$ cat src/rtl/mac_align_pkg.sv
package mac_align_pkg;

    localparam int unsigned OPND_W_DEF  = 16;
    localparam int unsigned GUARD_W_DEF = 4;
    localparam int unsigned ALIGN_SHIFT = 2;

    typedef enum logic [1:0] {
        ALN_FLAT     = 2'b00,
        ALN_DOWN2    = 2'b01,
        ALN_UP2      = 2'b10,
        ALN_FLAT_ALT = 2'b11
    } aln_mode_e;

    typedef struct packed {
        aln_mode_e mode;
        logic      sat;
        logic      accum;
        logic      dest;
    } mac_ctrl_t;

endpackage

$ cat src/rtl/mac_prod_stage.sv
module mac_prod_stage
    import mac_align_pkg::*;
#(
    parameter int unsigned OPND_W = OPND_W_DEF,
    localparam int unsigned PROD_W = 2 * OPND_W
) (
    input  logic              clk,
    input  logic              rst,
    input  logic              vld_in,
    input  logic [OPND_W-1:0] coef,
    input  logic [OPND_W-1:0] data,
    input  mac_ctrl_t         ctrl_in,
    output logic [PROD_W-1:0] prod_q,
    output logic              vld_q,
    output mac_ctrl_t         ctrl_q
);

    logic signed [PROD_W-1:0] prod_d;

    always_comb prod_d = $signed(coef) * $signed(data);

    always_ff @(posedge clk) begin
        if (rst) begin
            prod_q <= '0;
            vld_q  <= 1'b0;
            ctrl_q <= '0;
        end else begin
            vld_q <= vld_in;
            if (vld_in) begin
                prod_q <= prod_d;
                ctrl_q <= ctrl_in;
            end
        end
    end

endmodule

$ cat src/rtl/mac_aligner.sv
module mac_aligner
    import mac_align_pkg::*;
#(
    parameter int unsigned PROD_W  = 2 * OPND_W_DEF,
    parameter int unsigned GUARD_W = GUARD_W_DEF,
    localparam int unsigned ACC_W  = PROD_W + GUARD_W
) (
    input  logic [PROD_W-1:0] prod,
    input  aln_mode_e         mode,
    output logic [ACC_W-1:0]  aligned
);

    logic [ACC_W-1:0] ext;

    always_comb begin
        ext = {{GUARD_W{prod[PROD_W-1]}}, prod};
        unique case (mode)
            ALN_DOWN2: aligned = {{ALIGN_SHIFT{ext[ACC_W-1]}}, ext[ACC_W-1:ALIGN_SHIFT]};
            ALN_UP2:   aligned = {ext[ACC_W-1-ALIGN_SHIFT:0], {ALIGN_SHIFT{1'b0}}};
            default:   aligned = ext;
        endcase
    end

endmodule

$ cat src/rtl/mac_acc_lane.sv
module mac_acc_lane #(
    parameter int unsigned PROD_W  = 32,
    parameter int unsigned GUARD_W = 4,
    localparam int unsigned ACC_W  = PROD_W + GUARD_W,
    localparam int unsigned TOP_W  = GUARD_W + 1
) (
    input  logic             clk,
    input  logic             rst,
    input  logic             wr_en,
    input  logic             accum,
    input  logic             sat,
    input  logic             clr,
    input  logic [ACC_W-1:0] addend,
    output logic [ACC_W-1:0] acc_q,
    output logic             sticky_q
);

    logic [ACC_W-1:0] sum;
    logic [ACC_W-1:0] clamp;
    logic [ACC_W-1:0] nxt;
    logic [TOP_W-1:0] top;
    logic             ovf;

    always_comb begin
        sum   = accum ? acc_q + addend : addend;
        top   = sum[ACC_W-1:PROD_W-1];
        ovf   = !((&top) || !(|top));
        clamp = sum[ACC_W-1] ? {{TOP_W{1'b1}}, {(PROD_W-1){1'b0}}}
                             : {{TOP_W{1'b0}}, {(PROD_W-1){1'b1}}};
        nxt   = (ovf && sat) ? clamp : sum;
    end

    always_ff @(posedge clk) begin
        if (rst) begin
            acc_q    <= '0;
            sticky_q <= 1'b0;
        end else begin
            if (wr_en) acc_q <= nxt;
            sticky_q <= (sticky_q && !clr) || (wr_en && ovf);
        end
    end

endmodule

$ cat src/rtl/mac_align_acc.sv
module mac_align_acc
    import mac_align_pkg::*;
#(
    parameter int unsigned OPND_W  = OPND_W_DEF,
    parameter int unsigned GUARD_W = GUARD_W_DEF,
    localparam int unsigned PROD_W = 2 * OPND_W,
    localparam int unsigned ACC_W  = PROD_W + GUARD_W,
    localparam int unsigned STAT_W = 2 * GUARD_W + 2,
    localparam int unsigned N_ACC  = 2
) (
    input  logic              clk,
    input  logic              rst,
    input  logic              in_valid,
    input  logic [OPND_W-1:0] coef_in,
    input  logic [OPND_W-1:0] data_in,
    input  logic [1:0]        align_mode,
    input  logic              sat_en,
    input  logic              acc_op,
    input  logic              dest_sel,
    input  logic              ovf_clr,
    output logic [PROD_W-1:0] prod_out,
    output logic [PROD_W-1:0] acc0_data,
    output logic [PROD_W-1:0] acc1_data,
    output logic [STAT_W-1:0] status_word
);

    mac_ctrl_t        ctrl_in;
    mac_ctrl_t        pipe_ctrl;
    logic             pipe_vld;
    logic             pipe_dest;
    logic             pipe_sat;
    logic [ACC_W-1:0] aligned;
    logic [ACC_W-1:0] acc_q  [N_ACC];
    logic [N_ACC-1:0] sticky;

    always_comb begin
        ctrl_in.mode  = aln_mode_e'(align_mode);
        ctrl_in.sat   = sat_en;
        ctrl_in.accum = acc_op;
        ctrl_in.dest  = dest_sel;
    end

    mac_prod_stage #(.OPND_W(OPND_W)) u_prod (
        .clk    (clk),
        .rst    (rst),
        .vld_in (in_valid),
        .coef   (coef_in),
        .data   (data_in),
        .ctrl_in(ctrl_in),
        .prod_q (prod_out),
        .vld_q  (pipe_vld),
        .ctrl_q (pipe_ctrl)
    );

    assign pipe_dest = pipe_ctrl.dest;
    assign pipe_sat  = pipe_ctrl.sat;

    mac_aligner #(.PROD_W(PROD_W), .GUARD_W(GUARD_W)) u_align (
        .prod   (prod_out),
        .mode   (pipe_ctrl.mode),
        .aligned(aligned)
    );

    for (genvar g = 0; g < N_ACC; g++) begin : g_lane
        mac_acc_lane #(.PROD_W(PROD_W), .GUARD_W(GUARD_W)) u_lane (
            .clk     (clk),
            .rst     (rst),
            .wr_en   (pipe_vld && (pipe_ctrl.dest == 1'(g))),
            .accum   (pipe_ctrl.accum),
            .sat     (pipe_ctrl.sat),
            .clr     (ovf_clr),
            .addend  (aligned),
            .acc_q   (acc_q[g]),
            .sticky_q(sticky[g])
        );
    end

    assign acc0_data   = acc_q[0][PROD_W-1:0];
    assign acc1_data   = acc_q[1][PROD_W-1:0];
    assign status_word = {sticky[1], sticky[0],
                          acc_q[1][ACC_W-1:PROD_W], acc_q[0][ACC_W-1:PROD_W]};

endmodule

$ cat config.mk
export PLATFORM = sky130hd
export DESIGN_NAME = mac_align_acc
export DESIGN_NICKNAME = d
export VERILOG_FILES = /design/src/rtl/mac_align_pkg.sv /design/src/rtl/mac_prod_stage.sv /design/src/rtl/mac_aligner.sv /design/src/rtl/mac_acc_lane.sv /design/src/rtl/mac_align_acc.sv
export SDC_FILE = /design/constraint.sdc
export NUM_CORES = 1
export LEC_CHECK = 0
export ABC_AREA = 1
export BUFFER_PORTS_ARGS = -buffer_cell sky130_fd_sc_hd__buf_2
export CAP_MARGIN = 20
export CELL_PAD_IN_SITES_DETAIL_PLACEMENT = 2
export CELL_PAD_IN_SITES_GLOBAL_PLACEMENT = 2
export CORE_MARGIN = 2
export CORE_UTILIZATION = 36
export CTS_CLUSTER_DIAMETER = 50
export DETAILED_ROUTE_END_ITERATION = 12
export PLACE_DENSITY = 0.89
export SYNTH_ARGS = -nofsm -noshare
export SYNTH_HDL_FRONTEND = slang
export SYNTH_SLANG_ARGS = --single-unit
export TNS_END_PERCENT = 100
$ cat constraint.sdc
create_clock -name clk -period 7.6 [get_ports clk]
set_clock_uncertainty 0.2 [all_clocks]
set_input_delay 0.76 -clock clk [delete_from_list [all_inputs] [get_ports clk]]
set_output_delay 0.76 -clock clk [all_outputs]
set_load 0.01 [all_outputs]
==> metrics, run 1 <==
outcome complete, no violations; CTS buffer count 9; FF-to-FF setup slack 1.92 ns; CTS Buffer Depth 2; Syn. warnings 0; P_sw 0.006611 W; Critical Path Source Type input pin; simple-gate area share of the yosys netlist 0.2187; worst min path class reg2reg; Reg2Reg Launch Point u_prod.ctrl_q[3]; Int Pwr approximately 0.0045 W; initial drt markers 729; Sink Count around 110; Antenna Nets Post-Route 0; maximum fanout along the worst path 16; Initial Util 0.3650; Synth Area in Compound Gates 0.1491; wire per inst about 22 um; mux cell area share after synthesis 0; Crit. Startpoint coef_in[15]; Final min period about 6.8 ns; setup_tns 0 ns; Worst Reg2Reg Path Length in Cells 27; crit path kind in2reg; first-pass GRT wire length ~130000 um; main area contributors after synthesis fa_1, nand2_1, inv_1; area of the core ~56000 um2; WL met2 ~43000 um; PostCTS Resize Cnt 0; clk root buf clkbuf_16; post-DP HPWL slightly below 70000 um; Synthesized Nets approximately 3.4k; via count ~20k; RSZ-0062 raised after global routing false; Layout area overhead 7.450%; Clk pwr share 0.047; DR top layer met4; final wirelength ~82000 um; main combinational cell family by area after synthesis adder cells; share of cells above drive strength 1 0.09914; Cell Area, Synth approximately 21000 um2; DIE AREA approximately 60000 um2; Switching Fraction 0.5953; later-pin clock latency in the skew report 0.40 ns; power per standard cell area ~500 nW/um2; Cells after Synth slightly below 3k; Hold-fix buffers, CTS 0; IO Port Bufs roughly 150; Die W roughly 240 um; wire length on met1 around 34000 um; drt pass-1 iters 4; syn avg cell area about 6.9 um2; share of the synthesized area in the top cell type 0.2563; RePlAce Congestion between 0.8 and 0.9; post-synth top area cell fa_1; Final Hold Fails 0; GR Util All Layers 0.2771; num rows 87; initial antenna violation count 0; Fmax achieved between 0.1 and 0.15 GHz; Seq/Total Area, Yosys 0.1087; Via density 5.203; global route total overflow 0; fin. max-slew vios 0; Fillers 6840; Tightest Pin Transition 0.8614 ns; post-CTS setup buffers 0; Multi-input gate area between 15000 and 20000 um2; Critical Path AT between 6 and 7 ns; CTS tree built; Unique masters post-synth 56; Reg power frac 0.073; Peak VDD IR 0.4828 mV; Final Net Count around 3.5k; Critical Path Sink Type flip-flop; Slew HR 0.4251; die height between 200 and 250 um; number of remaining DRC errors 0; H-tree levels 3; n_diodes 0; Critical Path Sink u_prod.prod_q[29]; vias in the first global route between 20k and 25k; Setup Viol. Count Final 0; Yosys reg bits 112; final worst path period share 0.8935; # IOs 147; leakage power approximately 12 nW; XOR/XNOR Fraction of Synth Area 0.02591; WP data required roughly 7.7 ns; maxcap violations 0; Comb power frac 0.880; R2R Path End g_lane[1].u_lane.acc_q[14]; largest net degree at the start of global routing 63; fin util 0.3922; clk slew on worst S/H paths 0.08 ns; adder-cell share of the synthesized area 0.3497; Reg area 2243 um2; Routed met3 length roughly 2300 um
[cell usage after synthesis, drive strengths merged]
master and instances:
a211oi 1, a21boi 2, a21o 11, a21oi 262
a221o 10, a31o 4, a31oi 5, and2 1
and3 3, buf 24, clkbuf 99, clkinv 5
dfxtp 112, fa 264, ha 154, inv 657
nand2 749, nand3 80, nand3b 2, nand4 11
nor2 186, nor3 9, nor3b 3, nor4 6
o2111ai 1, o211ai 1, o21a 2, o21ai 207
o21bai 12, o221ai 1, o22ai 4, o31ai 2
or2 21, xnor2 25, xor2 36
[final cells by class]
class                           instances  area share
Clock buffer                           11     0.01050
Multi-Input combinational cell       2075      0.6918
Tap cell                              756     0.04269
Clock inverter                          5    0.002541
Sequential cell                       112      0.1012
Timing Repair Buffer                  161     0.03896
Inverter                              662      0.1122
[registers in the layout (all words and copies together) (netlist names)]
signal                  count
u_prod.prod_q              32
g_lane.u_lane.sticky_q      2
g_lane.u_lane.acc_q        72
u_prod.ctrl_q               5
u_prod.vld_q                1
[routing by layer]
| layer | vias to the layer above | global-route usage |
|---|---|---|
| met1 | 10030 | 0.3235 |
| met4 | 0 | 0.1063 |
| met3 | 139 | 0.02027 |
| li1 | 9146 | - |
| met5 | - | 0 |
| met2 | 367 | 0.5241 |
[cell usage in the layout (no fill, tap or decap), types with 21 or more instances in the layout]
cell and count:
buf_2 146, dfxtp_1 111, xnor2_1 25, nand2_1 719
nor2_1 176, o21ai_0 194, fa_1 264, ha_1 154
nand2_2 28, xor2_1 36, a21oi_1 228, nand3_1 65
inv_1 652, or2_2 21
[power by group through the flow]
| stage | registers (W) | clock network, W | logic, W |
|---|---|---|---|
| after floorplan | 0.000810 | 0 | 0.00679 |
| after global placement | 0.000823 | 0 | 0.00890 |
| after detailed placement | 0.000826 | 0 | 0.00982 |
| after CTS | 0.000813 | 0.000537 | 0.00988 |
| after global routing | 0.000825 | 0.000550 | 0.0110 |
| final | 0.000813 | 0.000522 | 0.00977 |
[worst min-delay path by stage]
stage	startpoint	endpoint	slack (ns)	depth (start not counted)
5_1_grt	g_lane[0].u_lane.sticky_q	g_lane[0].u_lane.sticky_q	0.29	2
3_5_place_dp	g_lane[0].u_lane.sticky_q	g_lane[0].u_lane.sticky_q	0.26	2
2_1_floorplan	g_lane[0].u_lane.sticky_q	g_lane[0].u_lane.sticky_q	0.24	2
3_3_place_gp	g_lane[1].u_lane.sticky_q	g_lane[1].u_lane.sticky_q	0.25	2
6_report	g_lane[0].u_lane.sticky_q	g_lane[0].u_lane.sticky_q	0.27	2
4_1_cts	g_lane[0].u_lane.sticky_q	g_lane[0].u_lane.sticky_q	0.27	2
[critical path, stage by stage]
cell and delay [ns]:
buf_2 0.28, nand2_1 0.17, inv_1 0.15, fa_1 0.56
fa_1 0.85, inv_1 0.16, fa_1 0.50, inv_1 0.05
fa_1 0.55, fa_1 0.44, fa_1 0.46, ha_1 0.39
nand2_1 0.14, nor4_1 0.40, nand3_1 0.16, nand3_1 0.15
nand3_1 0.08, nand2_1 0.11, a31oi_1 0.10, xor2_1 0.16
nand2_1 0.09, o211ai_1 0.10, inv_1 0.05
[per-stage QoR]
step	setup slack (ns)	total power, W	instance area [um2]	instances	hold slack [ns]
after detailed placement	0.4083	0.01064	21840	3765	0.2609
after global placement	0.6923	0.009726	21840	3765	0.2533
after CTS	0.8258	0.01123	22130	3781	0.2740
final	0.8095	0.01111	22160	3782	0.2702
after floorplan	1.062	0.007598	20620	2972	0.2437
after global routing	0.4593	0.01242	22160	3782	0.2907
[cell families (layout without fill, tap and decap cells)]
family                   after synthesis  after routing
AO/OA/AOI/OAI                        525            525
XOR/XNOR                              61             61
adder cells (fa/ha/maj)              418            418
buffers and inverters                785            839
flip-flops                           112            112
AND/OR/NAND/NOR                     1071           1071
No activity file was read; power rests on OpenSTA's default activity.
==> run 2: changes to the inputs <==
--- a/config.mk
+++ b/config.mk
@@ -6,16 +6,18 @@
 export NUM_CORES = 1
 export LEC_CHECK = 0
 export ABC_AREA = 1
+export ABC_CLOCK_PERIOD_IN_PS = 7600
 export BUFFER_PORTS_ARGS = -buffer_cell sky130_fd_sc_hd__buf_2
 export CAP_MARGIN = 20
 export CELL_PAD_IN_SITES_DETAIL_PLACEMENT = 2
 export CELL_PAD_IN_SITES_GLOBAL_PLACEMENT = 2
 export CORE_MARGIN = 2
-export CORE_UTILIZATION = 36
+export CORE_UTILIZATION = 35
 export CTS_CLUSTER_DIAMETER = 50
 export DETAILED_ROUTE_END_ITERATION = 12
 export PLACE_DENSITY = 0.89
 export SYNTH_ARGS = -nofsm -noshare
 export SYNTH_HDL_FRONTEND = slang
+export SYNTH_HIERARCHICAL = 1
 export SYNTH_SLANG_ARGS = --single-unit
 export TNS_END_PERCENT = 100
==> metrics, run 2 <==
Seq/Total Area, Yosys 0.1022; RePlAce Congestion 0.9229; Final Hold Fails 0; Antenna Nets Post-Route 0; Post-synth EDFFs 0; post-DP HPWL 83810 um; syn avg cell area between 6 and 7 um2; global route total overflow 0; Hold Path Origin g_lane[1].u_lane/sticky_q; die height 254.3 um; first-pass GRT wire length ~160000 um; CTS tree built; n_diodes 0; fin. max-slew vios 0; met2 GRT Util 0.5744; design area approximately 24000 um2; Via density 5.896; Critical Path AT around 7.6 ns; Worst Reg2Reg Path Length in Cells 19; GR Util All Layers 0.3274; number of remaining DRC errors 0; R2R Path End g_lane[0].u_lane/acc_q[14]; via count approximately 25k; share of cells above drive strength 1 0.1144; layer with the highest usage met2; FF-to-FF setup slack about 1.4 ns; main area contributors after synthesis fa_1, nand2_1, inv_1; Unique masters post-synth 45; initial antenna violation count 4; Sink Count between 100 and 150; Cell Area, Synth 21930 um2; Commonest cells post-synth nand2_1, inv_1, fa_1; DIE AREA 64690 um2; Tightest Pin Transition 1.204 ns; largest net degree at the start of global routing 59; Fillers around 7.6k; H-tree levels 3; area of the core between 60000 and 70000 um2; RSZ-0062 raised after global routing false; Biggest register g_lane.u_lane/acc_q; Initial Util 0.3548; final wirelength ~120000 um; Slew HR 0.1963; Synthesized Nets ~3.8k; Critical Path Sink Type flip-flop; maxcap violations 0; Die W 254.3 um; Cells after Synth roughly 3.4k; outcome complete, no violations; Final min period about 7.5 ns; Regs by FF count g_lane.u_lane/acc_q: 72 flops, u_prod/prod_q: 32 flops, u_prod/ctrl_q: 5 flops; vias in the first global route approximately 27k; Setup Viol. Count Final 0; share of the synthesized area in the top cell type 0.2409; clk root buf clkbuf_16; IO Port Bufs 146; drt pass-1 iters 5; CTS buffer count 9; most common cell after layout, fill and taps aside nand2_1; post-synth top area cell fa_1; later-pin clock latency in the skew report approximately 0.41 ns; WP data required between 7 and 8 ns; Post-synth ARST share 0; Top FF cell, synth dfxtp_1; hold depth 2; commonest cells after routing, fill and taps aside nand2_1, inv_1, fa_1; # IOs approximately 150; Hold Slack around 0.3 ns; Layout area overhead 7.250%; dpl cell area about 23000 um2; Hold-fix buffers, CTS 0; worst min path class reg2reg; count leader, synth nand2_1; GR met3 Demand/Resource 0.06318; fin util 0.3805; num rows 91; Critical Path Source Type input pin; wire per inst 28.87 um; crit path kind in2reg; initial drt markers about 2.1k; Endpoint, Worst Hold g_lane[1].u_lane/sticky_q; setup_tns 0 ns; final worst path period share 0.9915; clk slew on worst S/H paths about 0.09 ns; Reg2Reg Launch Point u_prod/ctrl_q[3]; Final Net Count around 3.9k; met1 Use GR 0.3672; maximum fanout along the worst path 16; Largest register FFs between 70 and 80; Fmax achieved approximately 0.13 GHz; Syn. warnings 6; Yosys reg bits approximately 110; CTS Buffer Depth 2
-- run 2: cell types whose count changed in the layout (fill, tap and decap cells not counted), moves of 12 or more --
cell	change
nand2_2	+30
xnor2_1	-20
a21oi_1	-122
a21oi_4	-20
o21ai_0	-62
nand3_1	+176
or2_2	+29
a21oi_2	+49
nand2_1	+317
nor2_1	+41
xor2_1	-23
o21ai_1	-12
-- run 2: critical path, cell delays in order --
cell     delay, ns
buf_2         0.34
nand2_1       0.24
inv_1         0.18
fa_1          0.62
fa_2          0.69
fa_1          0.53
fa_1          0.59
fa_2          0.69
inv_1         0.14
fa_1          0.60
inv_1         0.09
ha_1          0.43
nand2_1       0.26
nor2_1        0.26
inv_1         0.14
nor2_1        0.29
nand4_1       0.28
nand4_1       0.19
nand3_1       0.10
nand2_1       0.13
inv_1         0.06
-- run 2: through the flow --
| stage | instances | setup slack, ns |
|---|---|---|
| after global placement | 4226 | 0.9239 |
| after global routing | 4245 | 0.1066 |
| after detailed placement | 4226 | 0.08894 |
| final | 4245 | 0.06435 |
| after floorplan | 3362 | 1.482 |
| after CTS | 4242 | 0.3973 |
-- run 2: kinds of logic after synthesis --
group	Yosys count	share of synthesized area
DFF	112	0.1022
buffers and inverters	804	0.1459
xor gates and xnor gates	18	0.007187
adders and majority gates	418	0.3288
and+or+nand+nor	1674	0.3243
AOI/OAI and AO/OA	336	0.09155
-- run 2: per-layer routing --
metal  vias up  part of all wire
met5         -           0.00042
met4         8             0.088
met3       640             0.069
met2      1453              0.47
met1     12670              0.37
li1      10260                 -
-- run 2: worst max-delay path by stage --
stage / start / end / slack (ns) / cells after the start
6_report: data_in[2] / u_prod/prod_q[23] / 0.06 / 21
5_1_grt: data_in[2] / u_prod/prod_q[23] / 0.11 / 21
4_1_cts: data_in[2] / u_prod/prod_q[23] / 0.40 / 21
3_5_place_dp: data_in[2] / u_prod/prod_q[23] / 0.09 / 21
3_3_place_gp: data_in[1] / u_prod/prod_q[23] / 0.92 / 21
2_1_floorplan: data_in[5] / u_prod/prod_q[31] / 1.48 / 24
-- run 2: final cells by class --
| cell class | count | area, um2 | share of cell area |
|---|---|---|---|
| Clock buffer | 11 | 242.7 | 0.01032 |
| Clock inverter | 5 | 86.33 | 0.003670 |
| Inverter | 674 | 2532 | 0.1076 |
| Multi-Input combinational cell | 2446 | 16500 | 0.7013 |
| Sequential cell | 112 | 2243 | 0.09536 |
| Tap cell | 837 | 1047 | 0.04452 |
| Timing Repair Buffer | 160 | 875.8 | 0.03723 |
-- run 2: repair_timing --
action                                  4_1_cts  5_1_grt
setup buffers                                 0        1
gates resized for setup                       0        2
endpoints found under the setup margin        0        7
Power of run 2 is left out: the tool's default activity adds up to more than one toggle a clock period on the data nets, which glitch-free logic cannot reach.
==> run 3: changes to the inputs <==
--- a/config.mk
+++ b/config.mk
@@ -5,14 +5,12 @@
 export SDC_FILE = /design/constraint.sdc
 export NUM_CORES = 1
 export LEC_CHECK = 0
-export ABC_AREA = 1
 export ABC_CLOCK_PERIOD_IN_PS = 7600
 export BUFFER_PORTS_ARGS = -buffer_cell sky130_fd_sc_hd__buf_2
 export CAP_MARGIN = 20
 export CELL_PAD_IN_SITES_DETAIL_PLACEMENT = 2
 export CELL_PAD_IN_SITES_GLOBAL_PLACEMENT = 2
-export CORE_MARGIN = 2
-export CORE_UTILIZATION = 35
+export CORE_UTILIZATION = 39
 export CTS_CLUSTER_DIAMETER = 50
 export DETAILED_ROUTE_END_ITERATION = 12
 export PLACE_DENSITY = 0.89
==> metrics, run 3 <==
Setup Viol. Count Final 0; count leader, synth inv_1; drt pass-1 iters 6; clk root buf clkbuf_16; crit path kind in2reg; RSZ-0062 raised after global routing false; Syn. warnings 6; GR Util All Layers 0.3142; Peak VDD IR around 0.46 mV; RePlAce Congestion 0.9280; fin. max-slew vios 0; largest net degree at the start of global routing 67; post-DP HPWL approximately 69000 um; R2R Path End g_lane[0].u_lane/acc_q[19]; max incr delay on CP ~0.87 ns; most common cell after layout, fill and taps aside inv_1; share of the synthesized area in the top cell type 0.2589; die height roughly 230 um; Crit. Startpoint data_in[2]; Critical Path AT ~7.1 ns; Synthesized Nets approximately 2.9k; CTS tree built; Tightest Pin Transition between 1 and 1.5 ns; Die W 230.8 um; Final min period approximately 7.0 ns; post-CTS setup buffers 0; fin util 0.4223; syn avg cell area 8.461 um2; Critical path buffers and inverters 4; leakage power just over 10 nW; Seq/Total Area, Yosys 0.1098; Fmax achieved around 0.14 GHz; H-tree levels 3; Commonest cells post-synth inv_1, fa_1, nand2_1; Cell Area, Synth 20420 um2; most frequent CP cell fa_1; outcome complete, no violations; clk slew on worst S/H paths 0.08 ns; global route total overflow 0; Critical Path Source Type input pin; main area contributors after synthesis fa_1, dfxtp_1, ha_1; critical path depth 19; area of the core 51510 um2; # IOs 147; Layout area overhead 6.539%; num rows between 80 and 90; Worst Reg2Reg Path Length in Cells 15; Initial Util 0.3964; first-pass GRT wire length around 130000 um; Critical Path Sink Type flip-flop; Hold-fix buffers, CTS 0; Top FF cell, synth dfxtp_1; Final Net Count about 2.9k; family with the most delay on the worst path adder cells; IO Port Bufs between 100 and 150; Regs by FF count g_lane.u_lane/acc_q: 72 flops, u_prod/prod_q: 32 flops, u_prod/ctrl_q: 5 flops; CTS buffer count 9; Post-synth ARST share 0; Via density just under 6; commonest cells after routing, fill and taps aside inv_1, fa_1, nand2_1; final worst path period share 0.9196; n_diodes 0; slowest library cell on the worst path fa_1; Sink Count about 110; worst min path class reg2reg; critical path cell sequence buf_2 -> nand2_1 -> inv_1 -> fa_1 -> fa_1 -> fa_1 -> fa_1 -> fa_1 -> inv_1 -> fa_1 -> inv_1 -> ha_1 -> nand3_1 -> nor2_1 -> o21ai_0 -> o31a_1 -> o21ai_1 -> o21ai_0 -> o311a_1; number of remaining DRC errors 0; via count roughly 19k; Antenna Nets Post-Route 0; maximum fanout along the worst path 16; Reg2Reg Launch Point u_prod/ctrl_q[3]; power per standard cell area 532.4 nW/um2; wire per inst 26.44 um; Largest register FFs 72; post-synth top area cell fa_1; PostCTS Resize Cnt 0; Final Hold Fails 0; share of cells above drive strength 1 0.1306; Cells after Synth around 2.4k; later-pin clock latency in the skew report 0.40 ns; initial drt markers between 1k and 1.5k; CTS Buffer Depth 2; initial antenna violation count 1; Critical Path Sink u_prod/prod_q[31]; Biggest register g_lane.u_lane/acc_q; final wirelength just over 80000 um; DIE AREA 53270 um2; Unique masters post-synth 89; Yosys reg bits approximately 110; setup_tns 0 ns; Post-synth EDFFs 0; FF-to-FF setup slack roughly 1.4 ns; vias in the first global route roughly 21k; Slew HR 0.2917; WP data required approximately 7.7 ns; maxcap violations 0
run 3: kinds of logic after synthesis:
group                    Yosys count  share of synthesized area
AO/OA/AOI/OAI                    508                     0.1782
multiplexers                      83                    0.04339
XOR/XNOR                          81                    0.03475
buffers and inverters            440                    0.09193
flip-flops                       112                     0.1098
adder cells (fa/ha/maj)          418                     0.3533
AND/OR/NAND/NOR                  771                     0.1887
run 3: power by group:
part	switching, W	total [W]	internal (W)
Sequential	0.000145	0.000840	0.000695
Clock	0.000259	0.000538	0.000278
Combinational	0.00620	0.0102	0.00400
run 3: worst min-delay path by stage:
stage                                     end                 startpoint  cells after the start  slack (ns)
floorplan                    u_prod/ctrl_q[0]           u_prod/ctrl_q[0]                      2        0.27
CTS                 g_lane[0].u_lane/sticky_q  g_lane[0].u_lane/sticky_q                      1        0.29
detailed placement  g_lane[0].u_lane/sticky_q  g_lane[0].u_lane/sticky_q                      1        0.28
global route        g_lane[1].u_lane/sticky_q  g_lane[1].u_lane/sticky_q                      1        0.33
global placement    g_lane[1].u_lane/sticky_q  g_lane[1].u_lane/sticky_q                      1        0.25
finish              g_lane[0].u_lane/sticky_q  g_lane[0].u_lane/sticky_q                      1        0.29
run 3: per-stage QoR:
stage                     worst slack, ns  total power, W  cell area (um2)  instances  hold slack [ns]
after floorplan                     1.062        0.007878            20420       2413           0.2679
after global placement             0.7608        0.009689            21440       3129           0.2523
after detailed placement           0.2197         0.01095            21440       3129           0.2752
after CTS                          0.6295         0.01156            21750       3145           0.2936
after global routing               0.3396         0.01262            21750       3145           0.3261
final                              0.6114         0.01158            21750       3145           0.2877
run 3: cell type report:
cell class	count	area [um2]
Fill cell	5949	29760
Timing Repair Buffer	160	838.3
Inverter	316	1186
Clock inverter	4	58.81
Sequential cell	112	2246
Clock buffer	12	256.5
Tap cell	680	850.8
Multi-Input combinational cell	1861	16310
run 3: routing by layer:
metal / wire length, um / part of all wire / GRT usage
met5: 0 / 0 / 0
met2: 41340 / 0.50 / 0.5535
met4: 4124 / 0.050 / 0.1542
met1: 34360 / 0.41 / 0.3794
met3: 3339 / 0.040 / 0.03347
